## src/rtl/sdt_pkg.sv

```systemverilog
package sdt_pkg;

  typedef enum logic [3:0] {
    CMD_NOP  = 4'd0,
    CMD_DESL = 4'd1,
    CMD_ACT  = 4'd2,
    CMD_RD   = 4'd3,
    CMD_RDA  = 4'd4,
    CMD_WR   = 4'd5,
    CMD_WRA  = 4'd6,
    CMD_PRE  = 4'd7,
    CMD_MRS  = 4'd8,
    CMD_SRE  = 4'd9,
    CMD_SRX  = 4'd10,
    CMD_PDX  = 4'd11
  } cmd_e;

  // Lower value wins when several rules fail together
  typedef enum logic [3:0] {
    RULE_NONE     = 4'd0,
    RULE_EXITWIN  = 4'd1,
    RULE_MODE2ACT = 4'd2,
    RULE_BANK2BANK = 4'd3,
    RULE_ACT2ACT  = 4'd4,
    RULE_PRE2ACT  = 4'd5,
    RULE_AUTO2ACT = 4'd6,
    RULE_ACT2COL  = 4'd7,
    RULE_ACT2PRE  = 4'd8,
    RULE_WR2PRE   = 4'd9,
    RULE_RD2PRE   = 4'd10
  } rule_e;

  typedef struct packed {
    logic act;
    logic col;
    logic rd;
    logic wr;
    logic autoPre;
    logic pre;
    logic mode;
    logic srExit;
    logic valid;
  } strobe_t;

  typedef struct packed {
    logic act2col;
    logic act2act;
    logic act2pre;
    logic pre2act;
    logic auto2act;
    logic wr2pre;
    logic rd2pre;
  } busy_t;

endpackage

```

## src/rtl/sdt_bank_timer.sv

```systemverilog
module sdt_bank_timer
  import sdt_pkg::*;
#(
  parameter int CNT_W     = 5,
  parameter int ACT2COL   = 2,
  parameter int ACT2ACT   = 8,
  parameter int ACT2PRE   = 6,
  parameter int PRE2ACT   = 2,
  parameter int WRPRE_LD  = 1,
  parameter int AUTOWR_LD = 3
) (
  input  logic             clk,
  input  logic             rstN,
  input  logic             sel,
  input  logic             isAct,
  input  logic             isRd,
  input  logic             isWr,
  input  logic             isAuto,
  input  logic             isPre,
  input  logic [CNT_W-1:0] rdPreLd,
  input  logic [CNT_W-1:0] autoRdLd,
  output busy_t            busy
);

  localparam int NCNT = 7;

  logic [CNT_W-1:0] cnt   [NCNT];
  logic [CNT_W-1:0] ldVal [NCNT];
  logic [NCNT-1:0]  ld;

  always_comb begin
    ld[0] = sel & isAct;           ldVal[0] = CNT_W'(ACT2COL - 1);
    ld[1] = sel & isAct;           ldVal[1] = CNT_W'(ACT2ACT - 1);
    ld[2] = sel & isAct;           ldVal[2] = CNT_W'(ACT2PRE - 1);
    ld[3] = sel & isPre;           ldVal[3] = CNT_W'(PRE2ACT - 1);
    ld[4] = sel & isAuto;          ldVal[4] = isWr ? CNT_W'(AUTOWR_LD) : autoRdLd;
    ld[5] = sel & isWr;            ldVal[5] = CNT_W'(WRPRE_LD);
    ld[6] = sel & isRd;            ldVal[6] = rdPreLd;
  end

  for (genvar g = 0; g < NCNT; g++) begin : gCnt
    always_ff @(posedge clk or negedge rstN) begin
      if (!rstN)               cnt[g] <= '0;
      else if (ld[g])          cnt[g] <= ldVal[g];
      else if (cnt[g] != '0)   cnt[g] <= cnt[g] - 1'b1;
    end
  end

  assign busy.act2col  = (cnt[0] != '0);
  assign busy.act2act  = (cnt[1] != '0);
  assign busy.act2pre  = (cnt[2] != '0);
  assign busy.pre2act  = (cnt[3] != '0);
  assign busy.auto2act = (cnt[4] != '0);
  assign busy.wr2pre   = (cnt[5] != '0);
  assign busy.rd2pre   = (cnt[6] != '0);

endmodule

```

## src/rtl/sdt_datapath.sv

```systemverilog
module sdt_datapath
  import sdt_pkg::*;
#(
  parameter int BANKS     = 4,
  parameter int BANK_W    = 2,
  parameter int CNT_W     = 5,
  parameter int ACT2COL   = 2,
  parameter int ACT2ACT   = 8,
  parameter int ACT2PRE   = 6,
  parameter int PRE2ACT   = 2,
  parameter int WR_RECOV  = 2,
  parameter int BANK2BANK = 2,
  parameter int MODE2ACT  = 2,
  parameter int EXIT_WIN  = 1,
  parameter int BURST_LEN = 1,
  parameter int EARLY_CL2 = 1,
  parameter int EARLY_CL3 = 2
) (
  input  logic              clk,
  input  logic              rstN,
  input  strobe_t           stb,
  input  logic [BANK_W-1:0] bankIn,
  input  logic              cl3,
  output logic              violation,
  output logic [3:0]        ruleCode,
  output logic [BANK_W-1:0] violBank
);

  // Distances counted from the column command; loads are distance minus one
  localparam int WRPRE_LD  = BURST_LEN - 1 + WR_RECOV - 1;
  localparam int AUTOWR_LD = BURST_LEN - 1 + WR_RECOV + PRE2ACT - 1;
  localparam int RDPRE2    = 2 + BURST_LEN - 1 - EARLY_CL2;
  localparam int RDPRE3    = 3 + BURST_LEN - 1 - EARLY_CL3;

  logic [CNT_W-1:0] rdPreLd, autoRdLd;
  assign rdPreLd  = cl3 ? CNT_W'(RDPRE3 - 1) : CNT_W'(RDPRE2 - 1);
  assign autoRdLd = cl3 ? CNT_W'(RDPRE3 + PRE2ACT - 1) : CNT_W'(RDPRE2 + PRE2ACT - 1);

  busy_t bankBusy [BANKS];

  for (genvar b = 0; b < BANKS; b++) begin : gBank
    sdt_bank_timer #(
      .CNT_W(CNT_W), .ACT2COL(ACT2COL), .ACT2ACT(ACT2ACT), .ACT2PRE(ACT2PRE),
      .PRE2ACT(PRE2ACT), .WRPRE_LD(WRPRE_LD), .AUTOWR_LD(AUTOWR_LD)
    ) uBank (
      .clk(clk), .rstN(rstN), .sel(bankIn == BANK_W'(b)),
      .isAct(stb.act), .isRd(stb.rd), .isWr(stb.wr), .isAuto(stb.autoPre),
      .isPre(stb.pre), .rdPreLd(rdPreLd), .autoRdLd(autoRdLd),
      .busy(bankBusy[b])
    );
  end

  busy_t cur;
  assign cur = bankBusy[bankIn];

  logic [CNT_W-1:0]  b2bCnt, modeCnt, exitCnt;
  logic [BANK_W-1:0] lastActBank;

  always_ff @(posedge clk or negedge rstN) begin
    if (!rstN) begin
      b2bCnt      <= '0;
      modeCnt     <= '0;
      exitCnt     <= '0;
      lastActBank <= '0;
    end else begin
      if (stb.act) begin
        b2bCnt      <= CNT_W'(BANK2BANK - 1);
        lastActBank <= bankIn;
      end else if (b2bCnt != '0) b2bCnt <= b2bCnt - 1'b1;
      if (stb.mode)               modeCnt <= CNT_W'(MODE2ACT - 1);
      else if (modeCnt != '0)     modeCnt <= modeCnt - 1'b1;
      if (stb.srExit)             exitCnt <= CNT_W'(EXIT_WIN);
      else if (exitCnt != '0)     exitCnt <= exitCnt - 1'b1;
    end
  end

  rule_e nextCode;

  always_comb begin
    nextCode = RULE_NONE;
    if (stb.valid && exitCnt != '0)                          nextCode = RULE_EXITWIN;
    else if (stb.act && modeCnt != '0)                       nextCode = RULE_MODE2ACT;
    else if (stb.act && b2bCnt != '0 && bankIn != lastActBank) nextCode = RULE_BANK2BANK;
    else if (stb.act && cur.act2act)                         nextCode = RULE_ACT2ACT;
    else if (stb.act && cur.pre2act)                         nextCode = RULE_PRE2ACT;
    else if (stb.act && cur.auto2act)                        nextCode = RULE_AUTO2ACT;
    else if (stb.col && cur.act2col)                         nextCode = RULE_ACT2COL;
    else if (stb.pre && cur.act2pre)                         nextCode = RULE_ACT2PRE;
    else if (stb.pre && cur.wr2pre)                          nextCode = RULE_WR2PRE;
    else if (stb.pre && cur.rd2pre)                          nextCode = RULE_RD2PRE;
  end

  always_ff @(posedge clk or negedge rstN) begin
    if (!rstN) begin
      violation <= 1'b0;
      ruleCode  <= '0;
      violBank  <= '0;
    end else begin
      violation <= (nextCode != RULE_NONE);
      ruleCode  <= nextCode;
      violBank  <= (nextCode != RULE_NONE) ? bankIn : '0;
    end
  end

endmodule

```

## config.mk

```make
export PLATFORM = sky130hd
export DESIGN_NAME = sdt_datapath
export DESIGN_NICKNAME = d
export VERILOG_FILES = /design/src/rtl/sdt_pkg.sv /design/src/rtl/sdt_bank_timer.sv /design/src/rtl/sdt_datapath.sv
export SDC_FILE = /design/constraint.sdc
export NUM_CORES = 1
export LEC_CHECK = 0
export ABC_AREA = 1
export BUFFER_PORTS_ARGS = -buffer_cell sky130_fd_sc_hd__buf_2
export CAP_MARGIN = 10
export CORE_AREA = 2 2 114 127
export DETAILED_ROUTE_END_ITERATION = 16
export DIE_AREA = 0 0 116 129
export MAX_ROUTING_LAYER = met4
export PLACE_DENSITY = 0.82
export SKIP_LAST_GASP = 1
export SYNTH_ARGS = -nofsm -noshare
export SYNTH_HDL_FRONTEND = slang
export SYNTH_SLANG_ARGS = --single-unit
```

## constraint.sdc

```tcl
create_clock -name clk -period 3.5 [get_ports clk]
set_input_delay 0.35 -clock clk [delete_from_list [all_inputs] [get_ports clk]]
set_output_delay 0.35 -clock clk [all_outputs]
set_load 0.02 [all_outputs]
```

### After elaboration in Yosys (flattened, before gate mapping)

Cells that the tools add are included.

* $add $sub $neg: 31
* magnitude comparators: 1
* equality and inequality tests: 4
* multiplexer cells: 77
* bitwise gates (word level): 21
* reduce and logical (&&, ||, !) cells: 75

Operators by type and width (number)
* two-way mux 5 bit: 62
* nonzero test 5 bit: 31
* subtractor 5 x 1 -> 5 bit, second input constant: 31
* nonzero test 2 bit: 31
* two-way mux 4 bit: 10
* AND 1 bit: 20
* binary-select mux 7 bit (select 2 bit): 1
* two-way mux 7 bit: 2
* logical AND 1 bit: 11
* equality test 2 bit, second input constant: 2
* nonzero test 4 bit: 1
* >= comparator 3 bit, second input constant: 1
* NOT 2 -> 3 bit: 1
* equality test 2 x 1 -> 1 bit, second input constant: 1
* zero test 2 bit: 1
* two-way mux 2 bit: 1
* inequality test 2 bit: 1
* two-way mux 1 bit: 1

* register bits after elaboration: 164
* bits of input ports: 14
* output and inout port bits: 7
* word-level logic and storage cells: 244

### Depth between registers and ports, before layout

* depth after elaboration: 17
* gate-level depth with buffers: 18
* mapped depth without buffers: 18

### Hierarchy

Synthesis repeated with hierarchy kept, for this count alone.

* cell total of the unflattened synthesis: 1172
* area total of the unflattened synthesis: 8837.2 um2

By module, submodules not included
* sdt_bank_timer: times used 4, cells an instance 232, area an instance 1795.5 um2, seq. area each 875.8 um2
* sdt_datapath: times used 1, cells an instance 244, area an instance 1655.3 um2, seq. area each 600.6 um2

### Worst setup path after synthesis

Ideal clock, no wire load.

* path kind: reg2reg
* start point: reg gBank[1].uBank.cnt[15] (netlist bit)
* end point: reg violBank[0]
* library setup time: 0.113 ns
* data arrival time: 1.584 ns
* data required time: 3.387 ns
* slack: 1.803 ns
* cell stages (with the launch flop): 16
* buffers on the path: 0
* clock period less this slack: 1.697 ns
* cells stage by stage: dfrtp_1 inv_1 ha_1 nand2_1 nor2_1 nand2_1 o21ai_1 nor2_1 nor2_2 nand2_1 nand2_1 nand2_1 a21oi_2 nand3_2 nand2_1 inv_1

* cells in the longest elaborated chain, start to end: 12

Ends and longest elaborated chain
* from (decl): RTL line sdt_bank_timer.sv:27 `logic [CNT_W-1:0] cnt [NCNT];`
* from (signal, indexed assignment): RTL line sdt_bank_timer.sv:44 `else if (ld[g]) cnt[g] <= ldVal[g];`
* nonzero test 5 bit: RTL line sdt_bank_timer.sv:52 `assign busy.pre2act = (cnt[3] != '0);`
* binary-select mux 7 bit (select 2 bit): RTL line sdt_datapath.sv:54 `assign cur = bankBusy[bankIn];`
* two-way mux 7 bit (not written as such) (2 in a row): RTL line sdt_datapath.sv:54
* logical AND 1 bit: RTL line sdt_datapath.sv:85 `else if (stb.act && cur.pre2act) nextCode = RULE_PRE2ACT;`
* two-way mux 4 bit: RTL line sdt_datapath.sv:85
* two-way mux 4 bit: RTL line sdt_datapath.sv:84 `else if (stb.act && cur.act2act) nextCode = RULE_ACT2ACT;`
* two-way mux 4 bit: RTL line sdt_datapath.sv:83 `else if (stb.act && b2bCnt != '0 && bankIn != lastActBank) nextCode = RULE_BANK2BANK;`
* two-way mux 4 bit: RTL line sdt_datapath.sv:82 `else if (stb.act && modeCnt != '0) nextCode = RULE_MODE2ACT;`
* two-way mux 4 bit: RTL line sdt_datapath.sv:81 `if (stb.valid && exitCnt != '0) nextCode = RULE_EXITWIN;`
* nonzero test 4 bit: RTL line sdt_datapath.sv:101 `violBank <= (nextCode != RULE_NONE) ? bankIn : '0;`
* two-way mux 2 bit: RTL line sdt_datapath.sv:101
* to (signal assigned): RTL line sdt_datapath.sv:101
* to (decl): RTL line sdt_datapath.sv:26 `output logic [BANK_W-1:0] violBank`

No other way between the ends. The select of a mux whose other input is x is not followed.
A chain may end at the register's enable or synchronous reset.

### Worst setup path in the final report

* start point: reg gBank[2].uBank.cnt[30] (netlist bit)
* end point: reg violBank[1]

* cells in the longest elaborated chain, start to end: 14

Ends and longest elaborated chain
* from (decl): RTL line sdt_bank_timer.sv:27
* from (signal, indexed assignment): RTL line sdt_bank_timer.sv:44
* nonzero test 5 bit: RTL line sdt_bank_timer.sv:49 `assign busy.act2col = (cnt[0] != '0);`
* binary-select mux 7 bit (select 2 bit): RTL line sdt_datapath.sv:54
* two-way mux 7 bit (not written as such) (2 in a row): RTL line sdt_datapath.sv:54
* logical AND 1 bit: RTL line sdt_datapath.sv:87 `else if (stb.col && cur.act2col) nextCode = RULE_ACT2COL;`
* two-way mux 4 bit: RTL line sdt_datapath.sv:87
* two-way mux 4 bit: RTL line sdt_datapath.sv:86 `else if (stb.act && cur.auto2act) nextCode = RULE_AUTO2ACT;`
* two-way mux 4 bit: RTL line sdt_datapath.sv:85
* two-way mux 4 bit: RTL line sdt_datapath.sv:84
* two-way mux 4 bit: RTL line sdt_datapath.sv:83
* two-way mux 4 bit: RTL line sdt_datapath.sv:82
* two-way mux 4 bit: RTL line sdt_datapath.sv:81
* nonzero test 4 bit: RTL line sdt_datapath.sv:101
* two-way mux 2 bit: RTL line sdt_datapath.sv:101

No other way between the ends. The select of a mux whose other input is x is not followed.

==> flow_summary.toml <==
[yosys]
synth_flop_cell = "dfrtp_1"
postSynthCellCount = 1040
synth.avg_cell_area_um2 = 8.45
synth.cell_area_um2 = 8780
synth_nets = 1114
synth_enable_flop_cells = 0
post_synth_num_cell_types = 37
yosysSeqAreaShare_pct = 46.7
asyncSetResetFlopFracSynth_pct = 100
synth.yosys.warnings = 0
yosys_register_bits = 164

[setup_path]
worst-path-max-fanout = 6
timing_worst_setup_path_type = "flip-flop to flip-flop"
worstRegToRegCells = 15
critPathRequiredTime_ns = 3.84
timing.critical_path.arrival_ns = 2.36
worst_setup_path_start_kind = "flip-flop"
worst_setup_ep_type = "flip-flop"

[sta]
max_freq_mhz = 496
min_period_ns = 2.01
final_setup_fails = 0
tightest_slew_ns = 0.705
finalHoldWorstSlack_ns = 0.111
grt_setup_unrepaired = "no"
finalHoldViolations = 0
final.setup.worst_slack_ns = 1.49
slew_headroom_pct = 53.0
slew_violations = 0
finalClockSkew_ns = 0.00835
timing.final.crit_share_pct = 57.6
tns_ns = 0

[global_routing]
antenna_found_initial = 0
grt_overflow = 0
grt_start_max_net_pins = 77
grt_use_total_pct = 26.1
grt_pass1_vias = 6826
grt_first_pass_wirelength_um = 29600

[cells_and_area]
stdcell_count = 1279
diodes = 0
finalInstanceArea_um2 = 9720
num-fill-cells = 1093
area.growth.synth_to_final_pct = 10.7
postLayoutCoreUtil_pct = 71.4
multi_input_area_um2 = 3880
final-seq-area_um2 = 4100
final_common_cell = "inv_1"
layout-drive-gt1-share_pct = 7.06
mostFrequentLayoutCells = "195 x inv_1, 164 x dfrtp_1, 139 x nor2_1, 136 x nand2_1, 60 x ha_1"
design.final.nets = 1152

[placed_design]
placement.setup.worst_slack_ns = 1.44
place.detailed.hpwl_um = 12100
io_buffers = 19
routabilityCongestion = 0.855
placement.cell_area_um2 = 9120
place_inst = 1246

[worst_hold_path]
worst_hold_path.num_cells = 2
worst_hold_path_type = "input pin to flip-flop"

[power_and_ir_drop]
vdd.ir_drop.worst_v = 0.000486
pwr_density_cell_nw_per_um2 = 920
totalPowerFinal_mw = 8.94
power_leakage_nw = 5.12

[clock_network]
cts-buffers-inserted = 17
worst_setup_hold_path_clk_slew_ns = 0.07
cts-root-buf = "clkbuf_16"
tritoncts_clock_tree = "built"
cts_buffer_depth = 2
h-tree-depth = 4
clkLatencyLatePin_ns = 0.45
clock_sinks = 164

[die]
area_inside_the_core_boundary_um2 = 13600
row_count = 45
fp.dieW_um = 116
io_pins = 21
initial_core_util_pct = 64.5
fp.dieH_um = 129
design.die.area_um2 = 15000

[drt]
ant_nets = 0
detail_route.vias_per_cell = 5.38
detailedRoute.firstPassIterationCount = 5
dr.first_iter.drc_count = 373
dr_total_vias = 6879
wl_um = 17100
wl_per_cell_um = 13.3
drc = 0

[run_status]
outcome = "finished clean"

[run]
cap_violations = 0
-- cell families (layout without fill, tap and decap cells) --
| family | Yosys count | in the layout | synth area share [%] |
|---|---|---|---|
| compound gates | 172 | 172 | 11.5 |
| xor+xnor | 46 | 46 | 4.59 |
| fa+ha+maj | 60 | 60 | 8.55 |
| buf+inv | 207 | 258 | 9.09 |
| flops | 164 | 164 | 46.7 |
| simple gates | 391 | 391 | 19.5 |
-- routing by layer --
metal	part of all wire [%]	routed length, um	GRT usage, %	up-vias
li1	-	-	-	3455
met1	44	7550	30.2	3289
met2	51	8620	44.4	104
met3	3.5	589	6.55	31
met4	1.8	308	8.89	0
met5	0	0	-	-
-- registers in the layout, indices dropped and copies added, names as in the netlist --
name,flops
ruleCode,4
lastActBank,2
violation,1
gBank.uBank.cnt,140
exitCnt,5
modeCnt,5
violBank,2
b2bCnt,5
-- repair_timing --
action	in CTS	in global routing
endpoints found under the hold margin	74	0
resized for setup	0	0
hold buffers	1	0
buffers inserted	0	0
endpoints found under the setup margin	0	0
-- final cells by class --
cell class	count	area share (%)
Inverter	204	7.93
Multi-Input combinational cell	669	39.9
Clock buffer	19	4.56
Sequential cell	164	42.2
Tap cell	188	2.42
Timing Repair Buffer	22	1.43
Clock inverter	13	1.54
-- cell usage after synthesis, drive strengths merged (3+ instances only) --
library cell | count | area, um2
o22ai | 7 | 43.8
a21oi | 49 | 249
nor3 | 19 | 95.1
ha | 60 | 751
nand2 | 138 | 528
nor4 | 11 | 68.8
o21ai | 62 | 318
xnor2 | 6 | 52.6
nor2 | 145 | 592
dfrtp | 164 | 4100
a211oi | 6 | 45.0
inv | 204 | 771
xor2 | 40 | 350
nand4 | 9 | 56.3
a311oi | 13 | 114
a31oi | 17 | 106
buf | 3 | 27.5
o31ai | 3 | 22.5
nand3 | 62 | 330
and3 | 5 | 31.3
o211ai | 13 | 97.6
-- path summary, 6_finish.rpt --
kind	endpoint	start	slack, ns
max in group asynchronous	gBank[3].uBank.cnt[8]	rstN	2.22
min	exitCnt[1]	stb[1]	0.11
max	violBank[1]	gBank[2].uBank.cnt[30]	1.49
min in group asynchronous	gBank[0].uBank.cnt[34]	rstN	0.48
max reg2reg	violBank[1]	gBank[2].uBank.cnt[30]	1.49
min reg2reg	gBank[3].uBank.cnt[29]	gBank[3].uBank.cnt[29]	0.46
-- worst max-delay path: stages, from the launching register on --
cell and delay (ns):
dfrtp_1 0.36, inv_1 0.15, ha_1 0.18, inv_1 0.04, nor2_1 0.16, nand3_1 0.12, nand3_1 0.13, nor2_1 0.09
nor2_2 0.13, nand2_1 0.08, nand2_1 0.08, nand2_1 0.07, a21oi_2 0.12, nand3_2 0.09, nand2_1 0.07, inv_1 0.04
-- power breakdown --
part | internal (mW) | switching, mW
registers | 2.80 | 0.602
logic | 1.43 | 2.22
clock network | 1.08 | 0.811
Power figures use the tool's default switching activity.
